<file path="src/rtl/tick_pre_pkg.sv">
package tick_pre_pkg;

  typedef enum logic [1:0] {
    LEN_NOM   = 2'd0,
    LEN_LONG  = 2'd1,
    LEN_SHORT = 2'd2
  } len_sel_e;

  typedef struct packed {
    logic run;      // divider advances this cycle
    logic clr;      // divider and correction counter forced to zero
    logic cal_on;   // correction active
    logic lengthen; // direction of correction
  } ctl_t;

endpackage

</file>
<file path="src/rtl/tick_pre_dec.sv">
module tick_pre_dec #(
  parameter int CAL_W = 17
) (
  input  logic                 run_en_i,
  input  logic                 div_clr_i,
  input  logic                 cal_bypass_i,
  input  logic [CAL_W-1:0]     cal_interval_i,
  input  logic                 cal_lengthen_i,
  output tick_pre_pkg::ctl_t   ctl_o
);

  always_comb begin
    ctl_o.clr      = div_clr_i;
    ctl_o.run      = run_en_i & ~div_clr_i;
    ctl_o.cal_on   = ~cal_bypass_i & (cal_interval_i != '0);
    ctl_o.lengthen = cal_lengthen_i;
  end

endmodule

</file>
<file path="src/rtl/tick_pre_div.sv">
module tick_pre_div #(
  parameter int PERIOD = 32768,
  parameter int CNT_W  = $clog2(PERIOD + 1)
) (
  input  logic                   clk_i,
  input  logic                   rst_ni,
  input  logic                   clr_i,
  input  logic                   run_i,
  input  tick_pre_pkg::len_sel_e len_sel_i,
  output logic                   term_o,
  output logic                   tick_o,
  output logic [CNT_W-1:0]       cnt_o
);
  import tick_pre_pkg::*;

  localparam logic [CNT_W-1:0] LAST_NOM   = CNT_W'(PERIOD - 1);
  localparam logic [CNT_W-1:0] LAST_LONG  = CNT_W'(PERIOD);
  localparam logic [CNT_W-1:0] LAST_SHORT = CNT_W'(PERIOD - 2);

  logic [CNT_W-1:0] cnt_q;
  logic [CNT_W-1:0] last;
  logic             tick_q;

  always_comb begin
    unique case (len_sel_i)
      LEN_LONG:  last = LAST_LONG;
      LEN_SHORT: last = LAST_SHORT;
      default:   last = LAST_NOM;
    endcase
  end

  // >= so a late switch to the short length cannot overrun
  assign term_o = run_i & (cnt_q >= last);

  always_ff @(posedge clk_i or negedge rst_ni) begin
    if (!rst_ni) begin
      cnt_q  <= '0;
      tick_q <= 1'b0;
    end else if (clr_i) begin
      cnt_q  <= '0;
      tick_q <= 1'b0;
    end else if (run_i) begin
      tick_q <= term_o;
      cnt_q  <= term_o ? '0 : cnt_q + 1'b1;
    end else begin
      tick_q <= 1'b0;
    end
  end

  assign tick_o = tick_q;
  assign cnt_o  = cnt_q;

endmodule

</file>
<file path="src/rtl/tick_pre_cal.sv">
module tick_pre_cal #(
  parameter int CAL_W = 17
) (
  input  logic                   clk_i,
  input  logic                   rst_ni,
  input  logic                   clr_i,
  input  logic                   cal_on_i,
  input  logic                   step_i,
  input  logic [CAL_W-1:0]       interval_i,
  input  logic                   lengthen_i,
  output tick_pre_pkg::len_sel_e len_sel_o,
  output logic [CAL_W-1:0]       cnt_o
);
  import tick_pre_pkg::*;

  logic [CAL_W-1:0] cnt_q;
  logic             adj_q;
  logic [CAL_W:0]   cnt_nxt;

  assign cnt_nxt = {1'b0, cnt_q} + 1'b1;

  always_ff @(posedge clk_i or negedge rst_ni) begin
    if (!rst_ni) begin
      cnt_q <= '0;
      adj_q <= 1'b0;
    end else if (clr_i || !cal_on_i) begin
      cnt_q <= '0;
      adj_q <= 1'b0;
    end else if (step_i) begin
      // >= tolerates the interval being lowered mid-group
      if (cnt_nxt >= {1'b0, interval_i}) begin
        cnt_q <= '0;
        adj_q <= 1'b1;
      end else begin
        cnt_q <= cnt_nxt[CAL_W-1:0];
        adj_q <= 1'b0;
      end
    end
  end

  always_comb begin
    if (!adj_q)          len_sel_o = LEN_NOM;
    else if (lengthen_i) len_sel_o = LEN_LONG;
    else                 len_sel_o = LEN_SHORT;
  end

  assign cnt_o = cnt_q;

endmodule

</file>
<file path="src/rtl/tick_prescaler.sv">
module tick_prescaler #(
  parameter int PERIOD = 32768,
  parameter int CAL_W  = 17
) (
  input  logic             clk_i,
  input  logic             rst_ni,
  input  logic             run_en_i,
  input  logic             div_clr_i,
  input  logic             cal_bypass_i,
  input  logic [CAL_W-1:0] cal_interval_i,
  input  logic             cal_lengthen_i,
  output logic             tick_o
);
  import tick_pre_pkg::*;

  localparam int CNT_W = $clog2(PERIOD + 1);

  ctl_t             ctl;
  len_sel_e         len_sel;
  logic             term;
  logic [CNT_W-1:0] div_cnt;
  logic [CAL_W-1:0] cal_cnt;

  tick_pre_dec #(.CAL_W(CAL_W)) u_dec (
    .run_en_i       (run_en_i),
    .div_clr_i      (div_clr_i),
    .cal_bypass_i   (cal_bypass_i),
    .cal_interval_i (cal_interval_i),
    .cal_lengthen_i (cal_lengthen_i),
    .ctl_o          (ctl)
  );

  tick_pre_div #(.PERIOD(PERIOD), .CNT_W(CNT_W)) u_div (
    .clk_i     (clk_i),
    .rst_ni    (rst_ni),
    .clr_i     (ctl.clr),
    .run_i     (ctl.run),
    .len_sel_i (len_sel),
    .term_o    (term),
    .tick_o    (tick_o),
    .cnt_o     (div_cnt)
  );

  tick_pre_cal #(.CAL_W(CAL_W)) u_cal (
    .clk_i      (clk_i),
    .rst_ni     (rst_ni),
    .clr_i      (ctl.clr),
    .cal_on_i   (ctl.cal_on),
    .step_i     (term),
    .interval_i (cal_interval_i),
    .lengthen_i (ctl.lengthen),
    .len_sel_o  (len_sel),
    .cnt_o      (cal_cnt)
  );

endmodule

</file>
<file path="config.mk">
export PLATFORM = sky130hd
export DESIGN_NAME = tick_prescaler
export DESIGN_NICKNAME = d
export VERILOG_FILES = /design/src/rtl/tick_pre_pkg.sv /design/src/rtl/tick_pre_dec.sv /design/src/rtl/tick_pre_div.sv /design/src/rtl/tick_pre_cal.sv /design/src/rtl/tick_prescaler.sv
export SDC_FILE = /design/constraint.sdc
export NUM_CORES = 1
export LEC_CHECK = 0
export BUFFER_PORTS_ARGS = -buffer_cell sky130_fd_sc_hd__buf_2
export CORE_MARGIN = 8
export CORE_UTILIZATION = 60
export DETAILED_ROUTE_END_ITERATION = 6
export PLACE_DENSITY = 0.8
export SYNTH_ARGS = -nofsm -noshare
export SYNTH_HDL_FRONTEND = slang
export SYNTH_SLANG_ARGS = --single-unit
</file>
<file path="constraint.sdc">
create_clock -name clk_i -period 4.8 [get_ports clk_i]
set_input_delay 0.24 -clock clk_i [delete_from_list [all_inputs] [get_ports clk_i]]
set_output_delay 0.24 -clock clk_i [all_outputs]
set_load 0.005 [all_outputs]
</file>
==> results of run 1 <==
metal layers:
layer	vias up	part of all wire, %	GRT usage [%]
met3	10	5.3	4.293
met2	58	48	32.28
met5	-	0	0
met1	1112	45	21.07
met4	0	1.8	6.311
li1	1229	-	-
report_power, final:
part | internal [mW] | leakage [nW] | switching [mW]
Sequential | 0.296 | 0.488 | 0.00190
Combinational | 0.0210 | 0.920 | 0.0351
Clock | 0.102 | 0.0422 | 0.106
through the flow:
step / worst slack (ns) / util, %
after floorplan: 2.021 / -
after global placement: 1.403 / 63.95
after detailed placement: 1.301 / 63.95
after CTS: 1.291 / 65.70
after global routing: 0.9526 / 65.70
final: 1.249 / 65.70
layout make-up:
cell class	count	area [um^2]	share of cell area [%]
timing repair buffer	23	115.1	3.784
clock buffer	7	76.32	2.509
tap	54	67.56	2.221
inverter	28	105.1	3.455
sequential	35	875.8	28.79
multi-input combinational	244	1797	59.07
clock inverter	1	5.005	0.1645
worst max-delay path: stages (launching register included):
cell and delay (ns):
dfrtp_1 0.45, nand4_1 0.16, nor3_2 0.46, and3_2 0.26, xor2_1 0.22, ha_1 0.29
a21oi_1 0.13, o21ai_0 0.10, a41oi_1 0.23, o311a_1 0.66, nand3_1 0.26, o221ai_1 0.23
cell usage after synthesis (all sizes together) (2+ instances only):
| library cell | n |
|---|---|
| dfrtp | 35 |
| ha | 35 |
| nand2 | 29 |
| inv | 28 |
| nand3 | 27 |
| a21oi | 17 |
| o21ai | 13 |
| nor2 | 11 |
| a32o | 10 |
| nand4 | 10 |
| xnor2 | 9 |
| nor3 | 8 |
| buf | 7 |
| a22o | 6 |
| nor4 | 6 |
| a21o | 5 |
| a31oi | 5 |
| and4 | 5 |
| nand2b | 4 |
| o22ai | 4 |
| xor2 | 4 |
| o21bai | 3 |
| o221ai | 3 |
| or2 | 3 |
| a2111oi | 2 |
| a211oi | 2 |
| a31o | 2 |
| and3 | 2 |
| nor2b | 2 |
| or2b | 2 |
| or3 | 2 |
cell usage in the layout, fill, tap and decap left out, drive strengths merged, types with 5 or more instances in the layout:
cell and instances:
buf 23, o21ai 13, a32o 10, and4 5, nand4 10, a21oi 17, ha 35, nor2 11
xnor2 9, nor3 8, nand2 29, clkbuf 7, inv 28, dfrtp 35, a22o 6, nand3 27
a31oi 5, nor4 6, a21o 5
sequential cells by signal (all words and copies together), names as in the netlist:
register,count
u_div.tick_o,1
u_div.cnt_o,16
u_cal.adj_q,1
u_cal.cnt_o,17
logic make-up (layout without fill, tap and decap cells):
logic type | Yosys count | count (layout) | share of synthesized area [%]
adders and majority gates | 35 | 35 | 15.49
buffers and inverters | 36 | 59 | 5.486
AOI/OAI and AO/OA | 82 | 82 | 21.73
muxes | 1 | 1 | 0.3540
xor gates and xnor gates | 13 | 13 | 4.027
and+or+nand+nor | 113 | 113 | 21.95
DFF | 35 | 35 | 30.97
final timing paths:
path / start / endpoint / slack, ns
hold / removal: rst_ni / u_div.cnt_o[4] / 0.02
min in group clk_i: run_en_i / u_div.cnt_o[5] / 0.37
max in group asynchronous: rst_ni / u_div.cnt_o[14] / 4.29
setup reg to reg: u_cal.cnt_o[2] / u_cal.cnt_o[6] / 1.25
setup / recovery: u_cal.cnt_o[2] / u_cal.cnt_o[6] / 1.25
hold reg to reg: u_div.cnt_o[3] / u_div.cnt_o[3] / 0.53
==> impl_metrics.tcl, run 1 <==
set metrics [dict create \
    dr_total_vias 2409 \
    fin_nets 395 \
    cap_violations 0 \
    hpwl_um 4772 \
    syn-num-nets 373 \
    cts_root_buffer "clkbuf_8" \
    die_area_um2 7166 \
    clk-insertion-delay-late_ns 0.29 \
    numPlacedInstances 384 \
    crit_type "register to register" \
    netlist_top_cells_area "dfrtp_1, ha_1, nand3_1" \
    area_growth_pct 7.566 \
    post-route-min-period_ns 3.551 \
    netlist_instances 315 \
    gp_congestion 0.9265 \
    cts-htree-levels 2 \
    die_h_um 84.65 \
    synth_seq_cells 35 \
    fillers 418 \
    worst_slew_pin_slew_ns 0.8611 \
    hold_buffers 0 \
    r2r_cells 11 \
    cts_buffer_depth 2 \
    fin_area_um2 3042 \
    synth_edf_count 0 \
    pwr_density_cell_nw_per_um2 184.8 \
    yosysTopAreaCell "dfrtp_1" \
    syn_area_per_cell_um2 8.977 \
    die_x_um 84.65 \
    vias_per_cell 6.145 \
    drtIter0Drc 111 \
    clkTransAtPathRegs_ns 0.07 \
    period_share_pct 73.97 \
    fin_skew_ns 0.002192 \
    hold_ws_ns 0.02232 \
    synth_warnings 0 \
    grt_usage_pct 18.32 \
    start_util_pct 61.08 \
    grt_pass1_wl_um 10870 \
    maxSlewHeadroom_pct 42.38 \
    setup_viol 0 \
    overflow 0 \
    power.leakage_nw 1.450 \
    layout.cells.non_filler 392 \
    end_kind "register" \
    total_power_uw 562.1 \
    drive_above_1_share_pct 13.91 \
    hold_viol_final 0 \
    firstDrtPassIters 4 \
    clkSinkCount 35 \
    crit_required_ns 5.00 \
    yosysSeqAreaShare_pct 30.97 \
    cts_tree "built" \
    hold_path_class "input pin to asynchronous set/reset pin" \
    antennaDiodeCount 0 \
    post-route-drc-count 0 \
    rows 25 \
    place_area_um2 2960 \
    grt_max_degree 36 \
    ctsResizeCount 0 \
    grt_antenna_before_repair 0 \
    grt_setup_unrepaired "no" \
    critPathMaxFanout 18 \
    portBuffers 23 \
    setup_tns_ns 0 \
    async_flop_share_pct 100.0 \
    vdd_ir_drop_max_mv 0.1608 \
    drt_wl_total_um 6160 \
    fmax_ghz 0.2816 \
    crit_path_start_kind "register" \
    final_max_slew_viol_count 0 \
    synth_top_area_share_pct 30.97 \
    ys_types 56 \
    post-cts-setup-buffers 0 \
    status "finished, final reports clean" \
    io_pins 24 \
    grt_pass1_vias 2432 \
    synth_ff_type "dfrtp_1" \
    final_antenna_net_count 0 \
    cts_buffers 5 \
    netlist_area_um2 2828 \
    cp.arrival_ns 3.75 \
    wl_per_cell_um 15.71 \
    core_um2 4629 \
]
Note: power is estimated with default switching activity, not from simulation.
==> run 2: changes to the inputs <==
CORE_UTILIZATION = 55   (was 60)
PLACE_DENSITY = 0.77   (was 0.8)
clock period = 3 ns   (was 4.8 ns; I/O delays follow)
==> run 2 against run 1 <==
Sequential power increased by 60%. Hold slack improved by 0.25 ns. Clock skew increased by 0.0031 ns. Via count increased by 5.4%. Register-to-register slack got worse by 1.2 ns. Maximum frequency increased by 22%. Non-clock buffer count increased by 22. Die area increased by 7.3%. Cell area increased by 9.1%. Utilization increased by 0.13 points. Largest cell class unchanged.
==> impl_metrics.tcl, run 2 (same netlist as run 1, synthesis figures left out) <==
set metrics [dict create \
    status "finished, final reports clean" \
    io_pins 24 \
    start_util_pct 56.08 \
    fin_skew_ns 0.005319 \
    crit_type "register to register" \
    p_seq_share_pct 51.9 \
    overflow 0 \
    p_sw_share_pct 24.84 \
    final_max_slew_viol_count 0 \
    die_h_um 87.70 \
    clk-insertion-delay-late_ns 0.29 \
    grt_antenna_before_repair 0 \
    dr_total_vias 2539 \
    power.leakage_nw 1.597 \
    worst_slew_pin_slew_ns 0.7987 \
    hold_ws_ns 0.2737 \
    cts_buffers 5 \
    vdd_ir_drop_max_mv 0.3492 \
    post-route-min-period_ns 2.903 \
    fillers 425 \
    die_area_um2 7691 \
    final_core_util_pct 65.83 \
    rows 26 \
    cts_root_buffer "clkbuf_8" \
    hold_viol_final 0 \
    gp_congestion 0.8508 \
    comb_power_share_pct 10.5 \
    crit_slowest_cell "dfrtp_2" \
    grt_usage_pct 18.14 \
    final_cell_mix "dfrtp_1, ha_1, inv_1" \
    portBuffers 23 \
    hpwl_um 5140 \
    cp_cell_sequence "ha_2 -> nand3_1 -> nor2_4 -> nand4_1 -> xnor2_1 -> ha_1 -> nand4_1 -> o41ai_2 -> nand2_1 -> o311a_4 -> buf_4 -> a32o_1" \
    setup_viol 0 \
    mostFrequentLayoutCell "dfrtp_1" \
    largest_register_ffs 17 \
    core_um2 5042 \
    crit_path_start_kind "register" \
    grt_pass1_vias 2476 \
    vias_per_cell 5.918 \
    pwr_density_cell_nw_per_um2 277.1 \
    antennaDiodeCount 0 \
    wl_per_cell_um 15.61 \
    drtIter0Drc 189 \
    crit_required_ns 3.18 \
    firstDrtPassIters 4 \
    cpPeakStageDelay_ns 0.42 \
    cp_common_cell "nand4_1" \
    clkTransAtPathRegs_ns 0.07 \
    fmax_ghz 0.3445 \
    cap_violations 0 \
    cp.arrival_ns 3.08 \
    area_growth_pct 17.39 \
    cts_tree "built" \
    end_kind "register" \
    clkSinkCount 35 \
    period_share_pct 96.77 \
    cts-htree-levels 2 \
    grt_pass1_wl_um 11190 \
    critPathMaxFanout 6 \
    hold_path_class "input pin to register" \
    drt_wl_total_um 6698 \
    fin_nets 417 \
    post-route-drc-count 0 \
    internal-power_uw 691.4 \
    drive_above_1_share_pct 22.28 \
    maxSlewHeadroom_pct 46.75 \
    grt_max_degree 36 \
    final_antenna_net_count 0 \
    power_switching_uw 228.6 \
    die_x_um 87.70 \
    clkPwrFrac_pct 37.6 \
    cts_buffer_depth 2 \
]
## run 2: final timing paths
check | start | to | slack (ns) | cells after the start
setup reg to reg | u_cal.cnt_o[0] | u_cal.cnt_o[12] | 0.1 | 12
hold / removal | run_en_i | u_div.cnt_o[5] | 0.27 | 3
hold reg to reg | u_div.cnt_o[15] | u_div.cnt_o[15] | 0.54 | 2
min in group asynchronous | rst_ni | u_div.cnt_o[4] | 0.48 | 2
max in group asynchronous | rst_ni | u_cal.cnt_o[0] | 1.95 | 2
setup / recovery | u_cal.cnt_o[0] | u_cal.cnt_o[12] | 0.1 | 12
## run 2: repair_timing
item                                    4_1_cts  5_1_grt
buffers inserted                              0        3
endpoints found under the setup margin       13       18
hold buffers                                  1        0
endpoints found under the hold margin        35        0
pin swaps                                     0        7
gates cloned                                  0        0
resized for setup                             3       13
## run 2: worst max-delay path: cells and delay by family (launching register included)
kind	cells	cell delay [ns]
buffers and inverters	1	0.17
flip-flops	1	0.42
XOR/XNOR	1	0.17
AO/OA/AOI/OAI	3	0.77
AND/OR/NAND/NOR	5	0.71
adder cells (fa/ha/maj)	2	0.54
## run 2: final cells by class
| cell class | count | area, um^2 | area share [%] |
|---|---|---|---|
| Sequential cell | 35 | 877.1 | 26.42 |
| Clock inverter | 1 | 5.005 | 0.1508 |
| Multi-Input combinational cell | 244 | 1872 | 56.39 |
| Timing Repair Buffer | 45 | 290.3 | 8.745 |
| Clock buffer | 6 | 82.58 | 2.488 |
| Tap cell | 70 | 87.58 | 2.639 |
| Inverter | 28 | 105.1 | 3.166 |
## run 2: power groups by stage
stage                     sequential, mW  clock (mW)  combinational (mW)
after global placement             0.486           0              0.0907
after CTS                          0.477       0.362              0.0951
after floorplan                    0.485           0              0.0526
after detailed placement           0.486           0              0.0936
after global routing               0.477       0.374               0.109
final                              0.477       0.346              0.0964
## run 2: per-layer routing
metal	global-route usage [%]	vias up	wire length [um]
li1	-	1278	-
met1	21.03	1204	2963
met2	31.87	50	3328
met3	3.846	7	316
met4	6.563	0	89
met5	0	-	0
## run 2: stage by stage
stage / setup TNS (ns) / instances / instance area (um^2) / worst slack (ns) / total power [mW]
after floorplan: 0 / 315 / 2828 / 0.2214 / 0.5380
after global routing: -0.1424 / 429 / 3319 / -0.02821 / 0.9607
after detailed placement: -0.6425 / 418 / 3115 / -0.06639 / 0.5798
final: 0 / 429 / 3319 / 0.09685 / 0.9200
after CTS: 0 / 426 / 3229 / 0.01728 / 0.9339
after global placement: 0 / 418 / 3115 / 0.09674 / 0.5768
==> run 3: changes to the inputs <==
CORE_ASPECT_RATIO = 0.9   (was not set)
CORE_UTILIZATION = 50   (was 55)
PLACE_DENSITY = 0.71   (was 0.77)
==> run 3 against run 2 <==
Critical path depth unchanged. Largest cell class unchanged. Sequential power is essentially flat. Sequential share of layout area is 0.20 points lower. Clock-buffer cell count increased by 2. Utilization is 5.5 points lower. Power rose by 4.7%. Global-route usage down 0.96 points. Register-to-register slack better by 0.05 ns. Critical endpoint is now u_cal.cnt_o[15]. Die area up 8.2%. Clock power up 13%. Clock skew rose by 0.0023 ns.
==> impl_metrics.tcl, run 3 (same netlist as run 1, synthesis figures left out) <==
set metrics [dict create \
    comb_power_share_pct 10.1 \
    maxSlewHeadroom_pct 45.81 \
    crit_path_start_kind "register" \
    place_area_um2 3136 \
    cp.arrival_ns 3.03 \
    min_to "u_div.cnt_o[9]" \
    vias_per_cell 5.986 \
    final_cell_mix "ha_1, dfrtp_1, inv_1, nand2_1, nand3_1" \
    period_share_pct 94.96 \
    die_x_um 95.27 \
    min-delay-start "run_en_i" \
    hold_path_class "input pin to register" \
    largest_register_ffs 17 \
    clkSinkCount 35 \
    grt_usage_pct 17.18 \
    post-route-min-period_ns 2.849 \
    grt_pass1_vias 2532 \
    drive_above_1_share_pct 23.76 \
    mostFrequentLayoutCell "ha_1" \
    grt_max_degree 36 \
    portBuffers 23 \
    rows 26 \
    clk-insertion-delay-late_ns 0.29 \
    cts_tree "built" \
    ff2ff_setup_slack_ns 0.15 \
    pre_cts_ws_ns 0.02512 \
    io_pins 24 \
    cts_buffer_depth 2 \
    setup_ws_ns 0.1512 \
    grt_pass1_wl_um 11500 \
    numPlacedInstances 419 \
    r2r_end "u_cal.cnt_o[15]" \
    r2r_start "u_cal.cnt_o[2]" \
    crit_required_ns 3.18 \
    cts_root_buffer "clkbuf_8" \
    cpPeakStageDelay_ns 0.41 \
    die_area_um2 8321 \
    fin_nets 419 \
    worst_slew_pin_slew_ns 0.8099 \
    min_path_cells 3 \
    critPathMaxFanout 5 \
    drt_wl_total_um 6803 \
    pwr_density_cell_nw_per_um2 287.2 \
    fin_skew_ns 0.007592 \
    status "finished, final reports clean" \
    cp_cell_sequence "nand4_1 -> nor3_2 -> buf_4 -> and3_2 -> xor2_2 -> ha_1 -> nand4_1 -> o41ai_2 -> nand2_1 -> o311a_4 -> buf_4 -> a32o_1" \
    drtIter0Drc 70 \
    area_growth_pct 18.63 \
    setup_viol 0 \
    fillers 498 \
    vdd_ir_drop_max_mv 0.2453 \
    clkTransAtPathRegs_ns 0.08 \
    final_max_slew_viol_count 0 \
    wl_per_cell_um 15.75 \
    start_util_pct 50.83 \
    grt_antenna_before_repair 0 \
    crit_type "register to register" \
    fin_area_um2 3354 \
    clkPwrFrac_pct 40.4 \
    internal-power_uw 722.1 \
    overflow 0 \
    r2r_cells 12 \
    power_switching_uw 241.4 \
    cap_violations 0 \
    hpwl_um 5132 \
    gp_congestion 0.8299 \
    final_antenna_net_count 0 \
    power.leakage_nw 1.595 \
    crit_slowest_cell "dfrtp_1" \
    fmax_ghz 0.3510 \
    cts_buffers 5 \
    hold_viol_final 0 \
    cts-htree-levels 2 \
    p_seq_share_pct 49.5 \
    layout.cells.non_filler 432 \
    firstDrtPassIters 4 \
    end_kind "register" \
    post-route-drc-count 0 \
    antennaDiodeCount 0 \
    core_um2 5563 \
    dr_total_vias 2586 \
    die_h_um 87.35 \
    p_sw_share_pct 25.06 \
]
run 3: through the flow:
stage / utilization [%] / total power [mW] / hold slack (ns) / setup TNS (ns)
after floorplan: - / 0.5380 / -0.1456 / 0
after CTS: 58.39 / 0.9697 / 0.2671 / 0
final: 60.30 / 0.9635 / 0.2815 / 0
after detailed placement: 56.37 / 0.5812 / 0.2902 / 0
after global routing: 60.30 / 0.9994 / 0.2939 / -0.07368
after global placement: 56.37 / 0.5802 / 0.2819 / 0
run 3: power groups by stage:
stage          logic (mW)  registers, mW  clock network, mW
6_report           0.0973          0.477              0.390
2_1_floorplan      0.0526          0.485                  0
3_3_place_gp       0.0943          0.486                  0
3_5_place_dp       0.0954          0.486                  0
5_1_grt             0.110          0.477              0.412
4_1_cts            0.0969          0.477              0.396
run 3: how the worst max path moves through the flow:
stage | start | to | cells past startpoint
finish | u_cal.cnt_o[2] | u_cal.cnt_o[15] | 12
global route | u_cal.cnt_o[2] | u_cal.cnt_o[5] | 13
CTS | u_cal.cnt_o[1] | u_cal.cnt_o[5] | 13
detailed placement | u_cal.cnt_o[5] | u_cal.cnt_o[5] | 13
global placement | u_cal.cnt_o[2] | u_cal.cnt_o[14] | 12
floorplan | u_cal.cnt_o[0] | u_cal.cnt_o[3] | 13
run 3: layer usage:
layer | track usage [%] | vias to the layer above | part of all wire (%)
li1 | - | 1281 | -
met1 | 23.02 | 1237 | 47
met2 | 28.15 | 58 | 48
met3 | 2.586 | 10 | 4.3
met4 | 3.824 | 0 | 1.1
met5 | 0 | - | 0
run 3: worst max-delay path: cells and delay by family, from the launching register on:
family | cells | cell delay [ns]
AOI/OAI and AO/OA | 3 | 0.71
adders and majority gates | 1 | 0.31
xor gates and xnor gates | 1 | 0.08
and+or+nand+nor | 5 | 0.90
DFF | 1 | 0.41
buffers and inverters | 2 | 0.33
run 3: layout make-up:
cell class	count	area [um^2]	share of cell area, %
multi-input cells	244	1868	55.69
clock buffers	8	100.1	2.984
flip-flops and latches	35	879.6	26.22
repair buffers	47	314.1	9.362
well taps	70	87.58	2.611
inverters	28	105.1	3.133
run 3: repair_timing:
action | 4_1_cts | 5_1_grt
buffers inserted | 0 | 4
hold endpoints to repair | 35 | 0
pin swaps | 2 | 9
setup endpoints to repair | 1 | 18
gates resized for setup | 1 | 18
hold buffers | 1 | 0
